$ cat src/rtl/erb_pkg.sv
package erb_pkg;
   typedef enum logic [0:0] {
      ERB_RN_ALL    = 1'b0,
      ERB_RN_MARKED = 1'b1
   } rn_mode_e;
endpackage

$ cat src/rtl/erb_freelist.sv
module erb_freelist #(
   parameter int NUM_PHYS = 4,
   localparam int TAG_W = $clog2(NUM_PHYS)
) (
   input  logic                clk,
   input  logic                rst_n,
   input  logic                alloc_en,
   input  logic                rel_en,
   input  logic [TAG_W-1:0]    rel_tag,
   input  logic                flush,
   input  logic [TAG_W-1:0]    keep_tag,
   output logic [TAG_W-1:0]    pick_tag,
   output logic                none_free,
   output logic [NUM_PHYS-1:0] free_vec
);
   logic [NUM_PHYS-1:0] free_q, free_d;

   always_comb begin
      pick_tag = '0;
      for (int i = NUM_PHYS - 1; i >= 0; i--) begin
         if (free_q[i]) pick_tag = TAG_W'(i);
      end
   end

   assign none_free = (free_q == '0);
   assign free_vec  = free_q;

   always_comb begin
      free_d = free_q;
      if (flush) begin
         free_d = '1;
         free_d[keep_tag] = 1'b0;
      end else begin
         if (alloc_en) free_d[pick_tag] = 1'b0;
         if (rel_en)   free_d[rel_tag]  = 1'b1;
      end
   end

   always_ff @(posedge clk or negedge rst_n) begin
      if (!rst_n) free_q <= {{(NUM_PHYS-1){1'b1}}, 1'b0};
      else        free_q <= free_d;
   end
endmodule

$ cat src/rtl/erb_map.sv
module erb_map #(
   parameter int NUM_PHYS = 4,
   localparam int TAG_W = $clog2(NUM_PHYS)
) (
   input  logic             clk,
   input  logic             rst_n,
   input  logic             alloc_en,
   input  logic [TAG_W-1:0] alloc_tag,
   input  logic             cm_valid,
   input  logic [TAG_W-1:0] cm_tag,
   input  logic             flush,
   output logic [TAG_W-1:0] spec_tag,
   output logic [TAG_W-1:0] comm_tag,
   output logic [TAG_W-1:0] comm_next
);
   logic [TAG_W-1:0] spec_q, comm_q;

   assign comm_next = cm_valid ? cm_tag : comm_q;
   assign spec_tag  = spec_q;
   assign comm_tag  = comm_q;

   always_ff @(posedge clk or negedge rst_n) begin
      if (!rst_n) begin
         spec_q <= '0;
         comm_q <= '0;
      end else begin
         comm_q <= comm_next;
         if (flush)         spec_q <= comm_next;
         else if (alloc_en) spec_q <= alloc_tag;
      end
   end
endmodule

$ cat src/rtl/erb_store.sv
module erb_store #(
   parameter int NUM_PHYS = 4,
   parameter int DATA_W   = 32,
   localparam int TAG_W = $clog2(NUM_PHYS)
) (
   input  logic              clk,
   input  logic              rst_n,
   input  logic              alloc_en,
   input  logic [TAG_W-1:0]  alloc_tag,
   input  logic              wb_valid,
   input  logic [TAG_W-1:0]  wb_tag,
   input  logic [DATA_W-1:0] wb_value,
   input  logic              rs_valid,
   input  logic [TAG_W-1:0]  rs_tag,
   input  logic [DATA_W-1:0] rs_value,
   input  logic [TAG_W-1:0]  rd_tag,
   output logic [DATA_W-1:0] rd_value,
   output logic              rd_ready,
   input  logic [TAG_W-1:0]  sv_tag,
   output logic [DATA_W-1:0] sv_value
);
   logic [DATA_W-1:0]   data_q [NUM_PHYS];
   logic [NUM_PHYS-1:0] rdy_q;

   for (genvar e = 0; e < NUM_PHYS; e++) begin : g_ent
      localparam logic [TAG_W-1:0] ME = TAG_W'(e);
      always_ff @(posedge clk or negedge rst_n) begin
         if (!rst_n) begin
            data_q[e] <= '0;
            rdy_q[e]  <= (e == 0);
         end else if (rs_valid && rs_tag == ME) begin
            data_q[e] <= rs_value;
            rdy_q[e]  <= 1'b1;
         end else if (alloc_en && alloc_tag == ME) begin
            rdy_q[e]  <= 1'b0;
         end else if (wb_valid && wb_tag == ME) begin
            data_q[e] <= wb_value;
            rdy_q[e]  <= 1'b1;
         end
      end
   end

   logic hit;
   assign hit      = wb_valid && (wb_tag == rd_tag);
   assign rd_value = hit ? wb_value : data_q[rd_tag];
   assign rd_ready = hit | rdy_q[rd_tag];
   assign sv_value = data_q[sv_tag];
endmodule

$ cat src/rtl/erb_rename.sv
module erb_rename
   import erb_pkg::*;
#(
   parameter int       DATA_W   = 32,
   parameter int       NUM_PHYS = 4,
   parameter rn_mode_e MODE     = ERB_RN_ALL,
   localparam int TAG_W = $clog2(NUM_PHYS)
) (
   input  logic              clk,
   input  logic              rst_n,
   input  logic              rn_add_valid,
   input  logic              rn_add_mark,
   output logic              rn_stall,
   output logic [TAG_W-1:0]  rn_add_tag,
   output logic [TAG_W-1:0]  rn_mov_tag,
   input  logic              wb_valid,
   input  logic [TAG_W-1:0]  wb_tag,
   input  logic [DATA_W-1:0] wb_value,
   input  logic [TAG_W-1:0]  rd_tag,
   output logic [DATA_W-1:0] rd_value,
   output logic              rd_ready,
   input  logic              cm_valid,
   input  logic [TAG_W-1:0]  cm_tag,
   input  logic              flush,
   input  logic              sv_wr_valid,
   input  logic [DATA_W-1:0] sv_wr_value,
   output logic [DATA_W-1:0] sv_rd_value
);
   if (NUM_PHYS < 2) begin : g_bad_phys
      $error("erb_rename: NUM_PHYS must be at least 2");
   end
   if (DATA_W < 1) begin : g_bad_width
      $error("erb_rename: DATA_W must be positive");
   end

   logic                need, none_free, alloc_en;
   logic [TAG_W-1:0]    pick_tag, spec_tag, comm_tag, comm_next;
   logic [NUM_PHYS-1:0] free_vec;

   if (MODE == ERB_RN_MARKED) begin : g_marked
      assign need = rn_add_valid & rn_add_mark;
   end else begin : g_all
      logic unused_mark;
      assign unused_mark = rn_add_mark;
      assign need = rn_add_valid;
   end

   assign rn_stall   = need & none_free;
   assign alloc_en   = need & ~none_free & ~flush;
   assign rn_add_tag = pick_tag;
   assign rn_mov_tag = spec_tag;

   erb_freelist #(.NUM_PHYS(NUM_PHYS)) u_free (
      .clk(clk), .rst_n(rst_n), .alloc_en(alloc_en),
      .rel_en(cm_valid), .rel_tag(comm_tag),
      .flush(flush), .keep_tag(comm_next),
      .pick_tag(pick_tag), .none_free(none_free), .free_vec(free_vec)
   );

   erb_map #(.NUM_PHYS(NUM_PHYS)) u_map (
      .clk(clk), .rst_n(rst_n), .alloc_en(alloc_en), .alloc_tag(pick_tag),
      .cm_valid(cm_valid), .cm_tag(cm_tag), .flush(flush),
      .spec_tag(spec_tag), .comm_tag(comm_tag), .comm_next(comm_next)
   );

   erb_store #(.NUM_PHYS(NUM_PHYS), .DATA_W(DATA_W)) u_store (
      .clk(clk), .rst_n(rst_n), .alloc_en(alloc_en), .alloc_tag(pick_tag),
      .wb_valid(wb_valid), .wb_tag(wb_tag), .wb_value(wb_value),
      .rs_valid(sv_wr_valid), .rs_tag(comm_tag), .rs_value(sv_wr_value),
      .rd_tag(rd_tag), .rd_value(rd_value), .rd_ready(rd_ready),
      .sv_tag(comm_tag), .sv_value(sv_rd_value)
   );
endmodule

$ cat config.mk
export PLATFORM = sky130hd
export DESIGN_NAME = erb_rename
export DESIGN_NICKNAME = d
export VERILOG_FILES = /design/src/rtl/erb_pkg.sv /design/src/rtl/erb_freelist.sv /design/src/rtl/erb_map.sv /design/src/rtl/erb_store.sv /design/src/rtl/erb_rename.sv
export SDC_FILE = /design/constraint.sdc
export NUM_CORES = 1
export LEC_CHECK = 0
export BUFFER_PORTS_ARGS = -buffer_cell sky130_fd_sc_hd__clkbuf_2
export CAP_MARGIN = 20
export CORE_ASPECT_RATIO = 0.6
export CORE_UTILIZATION = 57
export DETAILED_ROUTE_END_ITERATION = 6
export GPL_ROUTABILITY_DRIVEN = 1
export GPL_TIMING_DRIVEN = 0
export MAX_ROUTING_LAYER = met4
export PLACE_DENSITY = 0.81
export SETUP_SLACK_MARGIN = 0.02
export SLEW_MARGIN = 20
export SYNTH_ARGS = -nofsm -noshare
export SYNTH_HDL_FRONTEND = slang
export SYNTH_SLANG_ARGS = --single-unit
$ cat constraint.sdc
create_clock -name clk -period 2.05 [get_ports clk]
set_input_delay 0.1025 -clock clk [delete_from_list [all_inputs] [get_ports clk]]
set_output_delay 0.1025 -clock clk [all_outputs]
set_load 0.03 [all_outputs]
After elaboration in Yosys (flattened, before gate mapping)
Cells that the tools add are included.

Bits in registers: 140. Word-level logic and storage cells: 129.

Order comparisons: 9. Equal/unequal tests: 14. Multiplexer cells: 50. Bitwise logic cells: 12. Reductions and logical operators: 33.

Operator list (number): 32-bit 2-to-1 mux (17); 32-bit binary-select mux with 2-bit select (2); 1-bit logical AND (16); 1-bit 2-to-1 mux (16); 4-bit 2-to-1 mux (4); 2-bit 2-to-1 mux (7); 2-bit equality test, second input constant (6); 2-bit by 3-bit less-than comparator with 1-bit output, second input constant (4); 3-bit nonzero test (4); 2-bit nonzero test (5); 2-bit by 1-bit != test with 1-bit output, second input constant (4); 4-bit NOT (2); 2-bit AND reduction (4); 1-bit demux with 2-bit select (3); 2-bit by 1-bit equality test with 1-bit output, second input constant (3); 2-bit by 1-bit >= comparator with 1-bit output, second input constant (3); 3-bit >= comparator, second input constant (2); 2-bit logical NOT (3); 2-bit NOT with 3-bit output (2); 4-bit bitwise AND (1); 4-bit logical NOT (1); 4-bit bitwise OR (1); 1-bit bitwise AND (3); 1-bit binary-select mux with 2-bit select (1); other kinds (3) (4).

Longest topological paths before layout
Gate-level depths: netlist of the first run.

Depth in word-level cells: 15. Depth in mapped cells: 7. Depth with buffers taken out: 4.

Hierarchy
A second synthesis of the first run with hierarchy kept.

Cells, all modules: 957. Area total of the unflattened synthesis: 9436.6 µm².

Modules (own cells, without submodules): erb_store (instances 1, cells each 917, area each 8993.6 µm²); erb_freelist (instances 1, cells each 28, area each 247.7 µm²); erb_map (instances 1, cells each 10, area each 175.2 µm²); erb_rename (instances 1, cells each 2, area each 20.0 µm²).

Worst setup path after synthesis of the first run
No wires, ideal clock.

Path kind: register to register. From: register u_free.free_q[2], in the netlist u_free.free_vec[2]. To: register u_map.spec_q[1], in the netlist u_map.spec_tag[1]. Setup time: 80 ps. Data arrival time: 1784 ps. Required time: 1970 ps. Setup slack: 185 ps. Stages on the path, launching flop included: 6. Buffers on the path: 1. Period minus slack after synthesis: 1865 ps. Cell sequence: dfstp_2 -> clkbuf_1 -> nor2_1 -> nor3_1 -> mux2i_1 -> mux2i_1.

Cells in the longest elaborated chain, start to end: 5. Elaborated cells on any way between the ends: 10. Classes of those cells: 5 x mux; 3 x bitwise; 2 x reduce/logical.

Ends and longest elaborated chain: start, declared (RTL line erb_freelist.sv:16) `logic [NUM_PHYS-1:0] free_q, free_d;`; start signal, assigned (RTL line erb_freelist.sv:40) `if (!rst_n) free_q <= {{(NUM_PHYS-1){1'b1}}, 1'b0};`; start signal, assigned (RTL line erb_freelist.sv:41) `else free_q <= free_d;`; 2-bit 2-to-1 mux (3 in a row) (RTL line erb_freelist.sv:21) `if (free_q[i]) pick_tag = TAG_W'(i);`; via rn_add_tag[1] (RTL line erb_rename.sv:14) `output logic [TAG_W-1:0] rn_add_tag,`; 2-bit 2-to-1 mux (RTL line erb_map.sv:29) `else if (alloc_en) spec_q <= alloc_tag;`; 2-bit 2-to-1 mux (RTL line erb_map.sv:28) `if (flush) spec_q <= comm_next;`; end signal, assigned (RTL line erb_map.sv:28); end signal, assigned (RTL line erb_map.sv:29); end, declared (RTL line erb_map.sv:16) `logic [TAG_W-1:0] spec_q, comm_q;`.

The timed path passes the listed nets, and every way through them passes these cells. The select of a mux whose other input is x is not followed. A chain may end at the register's enable or synchronous reset.

Worst setup path in the final report of the first run
From: register u_free.free_q[0], in the netlist u_free.free_vec[0]. To: register u_store.data_q[107] (netlist bit).

Cells in the longest elaborated chain, start to end: 7. Elaborated cells on any way between the ends: 9. Classes of those cells: 1 x eq/ne; 1 x mux; 3 x bitwise; 4 x reduce/logical.

Ends and longest elaborated chain: 4-bit logical NOT (RTL line erb_freelist.sv:25) `assign none_free = (free_q == '0);`; 1-bit NOT (RTL line erb_rename.sv:49) `assign alloc_en = need & ~none_free & ~flush;`; 1-bit bitwise AND (2 in a row) (RTL line erb_rename.sv:49); 1-bit logical AND * (RTL line erb_store.sv:34) `end else if (alloc_en && alloc_tag == ME) begin`; 2-bit by 1-bit != test with 1-bit output (no line) *; 2-bit AND reduction (no line) *; end signal, assigned by index (RTL line erb_store.sv:32) `data_q[e] <= rs_value;`; end signal, assigned by index (RTL line erb_store.sv:37) `data_q[e] <= wb_value;`; end, declared (RTL line erb_store.sv:22) `logic [DATA_W-1:0] data_q [NUM_PHYS];`.

Mark *: on every way between the ends. The rest lies on a longest branch, timed or not.

==> impl_metrics.env, run 1 <==
export IMPL_rows=34
export IMPL_syn_inst=786
export IMPL_vdd_ir_drop_max_mv=0.549
export IMPL_place_congestion=0.852
export IMPL_slew_headroom_pct=48.6
export IMPL_multi_input_comb_area_sq_um=4610
export IMPL_slew_viol_final=0
export IMPL_fmax_ghz=0.495
export IMPL_synthAdderAreaFrac_pct=0
export IMPL_path_depth=6
export IMPL_period_minus_slack_ps=2020
export IMPL_cpPeakStageDelay_ps=460
export IMPL_routed_wl_met3_um=3380
export IMPL_drt_pass1_iterations=5
export IMPL_pwr_share_comb_pct=36.7
export IMPL_antenna_cells=0
export IMPL_fin_hold_ws_ps=19.7
export IMPL_crit_arrival_ps=2290
export IMPL_coreArea_sq_um=14500
export IMPL_power_density_nw_per_um2=1010
export IMPL_final_util_pct=75.5
export IMPL_start_util_pct=58.4
export IMPL_wirelength_um=27100
export IMPL_ios=148
export IMPL_crit_path_end_kind="flop"
export IMPL_yosysMostFrequentCell="dfrtp_1"
export IMPL_synth_edff_count=0
export IMPL_maxCapViolCount=0
export IMPL_clock_sinks=140
export IMPL_slowest_stage="or4b_1"
export IMPL_overflow=0
export IMPL_register_area_sq_um=3510
export IMPL_worst_slew_pin_slew_ps=771
export IMPL_crit_family="simple AND/OR/NAND/NOR gates"
export IMPL_p_sw_mw=4.10
export IMPL_grt_first_pass_wirelength_um=40800
export IMPL_total_power_mw=11.0
export IMPL_synth_top_family_by_area="multiplexers"
export IMPL_dpl_hpwl_um=17000
export IMPL_skew_ps=8.47
export IMPL_hp_class="in2reg"
export IMPL_p_leak_nw=4.83
export IMPL_fill_cells=971
export IMPL_grt_max_degree=78
export IMPL_outcome="completed"
export IMPL_ys_warn_count=0
export IMPL_antenna_found_initial=0
export IMPL_yosys_area_share_simple_pct=10.9
export IMPL_wl_per_cell_um=22.0
export IMPL_synthTopCellsByArea="dfrtp_1 (40%), mux4_2 (17%), mux2i_1 (12%), nand2_1 (4.6%), mux2_2 (4.5%)"
export IMPL_synth_mux_area_share_pct=33.6
export IMPL_ant_nets=0
export IMPL_netlist_area_leader_share_pct=40.3
export IMPL_cp_start_kind="flop"
export IMPL_clkTransAtPathRegs_ps=60
export IMPL_synthTopCellsByCount="dfrtp_1 (136), nand2_1 (103), nor2_1 (100)"
export IMPL_wl_met2_um=12300
export IMPL_min_period_over_period_pct=98.5
export IMPL_pwr_share_clk_pct=27.1
export IMPL_ff2ff_path_depth=6
export IMPL_rsz0062_at_grt="true"
export IMPL_path_cells="and3b_1 > or4b_1 > clkbuf_4 > buf_6 > mux2i_1 > o21ai_0"
export IMPL_cp_required_ps=2320
export IMPL_wl_met1_um=10700
export IMPL_cts_buffers=17
export IMPL_syn_area_per_cell_sq_um=10.7
export IMPL_highest_layer="met4"
export IMPL_dieWidth_um=159
export IMPL_setup_violations_final=0
export IMPL_synth_area_sq_um=8450
export IMPL_worstSetupPathType="reg2reg"
export IMPL_synth_top_cell_by_area="dfrtp_1"
export IMPL_drt_iter0_drc=1072
export IMPL_synth_compound_area_share_pct=9.61
export IMPL_clk_latency_ps=430
export IMPL_finish_net_count=1099
export IMPL_async_reset_ff_share_pct=100
export IMPL_synth_seq_area_share_pct=41.5
export IMPL_min_path_cells=3
export IMPL_synth_main_ff_cell="dfrtp_1"
export IMPL_h_tree_depth=4
export IMPL_critPathBufInv=2
export IMPL_ys_ff_latch=140
export IMPL_cts_buffer_depth=2
export IMPL_synth_xor_area_share_pct=0.207
export IMPL_die_area_sq_um=15300
export IMPL_track_usage_pct=37.0
export IMPL_clockRootBuffer="clkbuf_16"
export IMPL_final_hold_viol_count=0
export IMPL_drive_gt1_share_pct=33.4
export IMPL_viasPerCell=6.41
export IMPL_grt_pass1_vias=7599
export IMPL_cts_tree="done"
export IMPL_synth_nets=864
export IMPL_die_h_um=96.3
export IMPL_p_int_mw=6.93
export IMPL_synth_cell_type_count=36
export IMPL_portBuffers=144
export IMPL_num_vias=7896
export IMPL_p_seq_share_pct=36.2
export IMPL_route_detailed_drc=0
export IMPL_p_sw_share_pct=37.2
export IMPL_path_max_fanout=10
export IMPL_synthToLayoutAreaGrowth_pct=29.3
[logic make-up after synthesis]
group                     count (synthesis)
xor gates and xnor gates                  2
AOI/OAI and AO/OA                       145
and+or+nand+nor                         226
buffers and inverters                    75
DFF                                     140
muxes                                   198
[power by group through the flow]
| stage | sequential, mW | clock, mW | combinational [mW] |
|---|---|---|---|
| floorplan | 3.80 | 0 | 2.78 |
| global placement | 3.91 | 0 | 3.66 |
| detailed placement | 3.96 | 0 | 3.75 |
| CTS | 3.93 | 2.98 | 3.90 |
| global route | 4.05 | 3.12 | 4.30 |
| finish | 3.99 | 2.99 | 4.05 |
[metal layers]
layer / track usage (%) / vias up
met1: 49.4 / 3883
met5: - / -
met3: 9.09 / 68
met4: 15.3 / 0
li1: - / 3348
met2: 54.9 / 597
[metrics by stage]
step	cell area, sq um	setup slack (ps)	instances	setup TNS, ps
2_1_floorplan	8450	185	786	0
3_3_place_gp	9410	-1530	1128	-210570
3_5_place_dp	9450	-115	1129	-3530
4_1_cts	10800	1.12	1228	0
5_1_grt	10900	-27.3	1232	-76.2
6_report	10900	29.9	1232	0
[timing repair]
item	CTS	global route
setup buffers	4	4
endpoints found under the hold margin	188	0
gates resized for setup	33	68
gates cloned	0	2
hold buffers	64	0
setup endpoints to repair	151	171
[registers in the layout, indices dropped and copies added, names as in the netlist]
name / cells
u_store.data_q: 128
u_free.free_vec: 4
u_store.rdy_q: 4
u_map.comm_tag: 2
u_map.spec_tag: 2
[worst min-delay path, cell delays in order]
cell      delay [ps]
clkbuf_2         150
nand2_1           80
a31oi_1           70
[cell type report]
class                   instances  area share [%]
flip-flops and latches        140            32.1
inverters                       8           0.275
repair buffers                219            14.1
well taps                     198            2.27
clock inverters                13            1.08
plain buffers                  64            3.81
multi-input cells             571            42.3
clock buffers                  19            4.06
[path summary, 6_finish.rpt]
kind	start	end	slack (ps)
min in group asynchronous	rst_n	u_store.data_q[115]	250
worst max register to register	u_free.free_vec[0]	u_store.data_q[107]	30
worst min-delay path	wb_value[4]	u_store.data_q[68]	20
worst min register to register	u_store.rdy_q[3]	u_store.rdy_q[3]	520
max in group asynchronous	rst_n	u_free.free_vec[3]	950
worst max-delay path	u_free.free_vec[0]	u_store.data_q[107]	30
[layout by cell type (no fill, tap or decap), types with 2 or more instances in the layout]
cell type,n
a21oi_1,65
a221oi_1,3
a31oi_1,37
a31oi_4,2
and2_1,2
and3b_1,2
buf_12,2
buf_2,15
buf_4,14
buf_6,13
clkbuf_1,15
clkbuf_16,19
clkbuf_2,153
clkbuf_4,3
clkbuf_8,2
clkinv_2,3
clkinv_4,2
clkinvlp_4,5
dfrtp_1,135
dfstp_2,4
dlygate4sd3_1,64
inv_1,8
inv_6,2
mux2_2,34
mux2i_1,97
mux2i_2,2
mux4_2,65
nand2_1,103
nand2b_1,2
nand3_1,5
nand3b_1,2
nor2_1,100
nor2b_1,3
o21ai_0,27
o21ai_1,7
xnor2_1,2
Note: power is estimated with default switching activity, not from simulation.
==> run 2: changes to the inputs <==
Settings changed: CORE_UTILIZATION 57 to 60, PLACE_DENSITY 0.81 to 0.85.
Clock period 2.05 ns to 2.4 ns, I/O delays scaled along.
==> run 2 against run 1 <==
Count of clock-buffer cells in the layout shrank 2. Core utilization is 0.55 points higher. Register-to-register slack gained 130 ps. First-iteration DRC count is 17% lower. Global-route usage rose by 1.9 points. Critical path depth shrank 2. Final cell count fell by 3.3%. Via count down 2.1%. Clock power fell by 8.7%. Non-clock buffer count shrank 34.
==> impl_metrics.env, run 2 (same netlist as run 1, synthesis figures left out) <==
export IMPL_crit_path_end_kind="output port"
export IMPL_path_max_fanout=10
export IMPL_dpl_hpwl_um=16900
export IMPL_setup_violations_final=0
export IMPL_die_h_um=93.9
export IMPL_hp_class="in2reg"
export IMPL_cp_start_kind="flop"
export IMPL_worst_slew_pin_slew_ps=781
export IMPL_route_detailed_drc=0
export IMPL_track_usage_pct=38.9
export IMPL_min_period_over_period_pct=96.4
export IMPL_drive_gt1_share_pct=30.5
export IMPL_layout_commonest_cell="clkbuf_2"
export IMPL_start_util_pct=61.6
export IMPL_grt_first_pass_wirelength_um=40800
export IMPL_num_vias=7730
export IMPL_place_ws_ps=240
export IMPL_hp_start="wb_value[27]"
export IMPL_antenna_cells=0
export IMPL_rsz0062_at_grt="false"
export IMPL_cp_required_ps=2280
export IMPL_final_hold_viol_count=0
export IMPL_cp_startpoint="u_map.comm_tag[0]"
export IMPL_finish_net_count=1065
export IMPL_tns_ps=0
export IMPL_finalWorstSetupSlack_ps=86.2
export IMPL_clock_sinks=140
export IMPL_clkTransAtPathRegs_ps=60
export IMPL_post_cts_buffers=0
export IMPL_p_leak_nw=4.58
export IMPL_ios=148
export IMPL_antenna_found_initial=0
export IMPL_period_minus_slack_ps=2310
export IMPL_maxCapViolCount=0
export IMPL_slew_headroom_pct=47.9
export IMPL_clockRootBuffer="clkbuf_16"
export IMPL_worstSetupPathType="reg2out"
export IMPL_viasPerCell=6.49
export IMPL_dieWidth_um=155
export IMPL_final_cell_mix="clkbuf_2 (146), dfrtp_1 (136), nand2_1 (103)"
export IMPL_cts_tree="done"
export IMPL_outcome="completed"
export IMPL_r2r_start="u_map.comm_tag[0]"
export IMPL_wirelength_um=26100
export IMPL_wl_per_cell_um=22.0
export IMPL_final_util_pct=76.0
export IMPL_crit_arrival_ps=2190
export IMPL_drt_iter0_drc=892
export IMPL_fmax_ghz=0.432
export IMPL_grt_pass1_vias=7783
export IMPL_regMostFlops="u_store.data_q"
export IMPL_place_congestion=0.891
export IMPL_cts_buffer_depth=2
export IMPL_coreArea_sq_um=13700
export IMPL_skew_ps=6.51
export IMPL_rows=33
export IMPL_h_tree_depth=4
export IMPL_drt_pass1_iterations=5
export IMPL_slew_viol_final=0
export IMPL_vdd_ir_drop_max_mv=0.431
export IMPL_grt_max_degree=76
export IMPL_ant_nets=0
export IMPL_overflow=0
export IMPL_largest_reg_flops=128
export IMPL_power_density_nw_per_um2=905
export IMPL_fin_hold_ws_ps=4.31
export IMPL_total_power_mw=9.43
export IMPL_die_area_sq_um=14600
export IMPL_portBuffers=144
export IMPL_synthToLayoutAreaGrowth_pct=23.4
export IMPL_clk_latency_ps=430
export IMPL_cts_buffers=17
==> run 2: cell count changes in the layout (fill, tap and decap cells not counted), moves of 3 or more <==
cell,previous run,this run
buf_1,0,3
clkbuf_1,15,40
buf_6,13,6
buf_2,15,9
clkbuf_2,153,146
dlygate4sd3_1,64,37
buf_4,14,5
==> run 2: what timing repair did <==
item / 4_1_cts / 5_1_grt
resized for setup: 3 / 4
hold buffers: 37 / 0
setup endpoints to repair: 18 / 29
gates cloned: 0 / 0
endpoints found under the hold margin: 112 / 0
==> run 2: layout make-up <==
| cell class | count | area [sq um] |
|---|---|---|
| multi-input cells | 571 | 4580 |
| flip-flops and latches | 140 | 3510 |
| fillers | 891 | 3290 |
| repair buffers | 182 | 1130 |
| clock buffers | 17 | 425 |
| plain buffers | 67 | 334 |
| well taps | 192 | 240 |
| clock inverters | 14 | 171 |
| inverters | 8 | 30.0 |
==> run 2: report_power, final <==
part           switching (mW)  leakage [nW]  internal, mW
Combinational            1.90          2.69          1.41
Sequential              0.458          1.61          2.93
Clock                    1.10         0.285          1.63
Total                    3.46          4.58          5.98
==> run 2: metal layers <==
metal  wire length, um  share of wire [%]  GRT usage [%]
met5                 0                  0              -
met4               548                2.1           14.4
met3              3230                 12           11.7
met2             11800                 45           56.8
met1             10600                 40           51.8
==> run 2: path summary, 6_finish.rpt <==
check,depth (start not counted),endpoint,slack (ps)
hold / removal,3,u_store.data_q[91],4
min in group asynchronous,2,u_store.data_q[112],240
hold reg to reg,2,u_store.rdy_q[1],530
max in group asynchronous,3,u_free.free_vec[2],1340
setup / recovery,4,sv_rd_value[19],90
setup reg to reg,6,u_store.data_q[92],160
==> run 2: worst max-delay path, stage by stage (launching register included) <==
cell,delay (ps)
dfrtp_1,410
clkbuf_4,280
buf_4,290
mux4_2,580
clkbuf_2,210
==> run 2: stage by stage <==
| stage | cell area (sq um) | instances |
|---|---|---|
| after floorplan | 8450 | 786 |
| after global placement | 9410 | 1122 |
| after detailed placement | 9440 | 1123 |
| after CTS | 10400 | 1191 |
| after global routing | 10400 | 1191 |
| final | 10400 | 1191 |
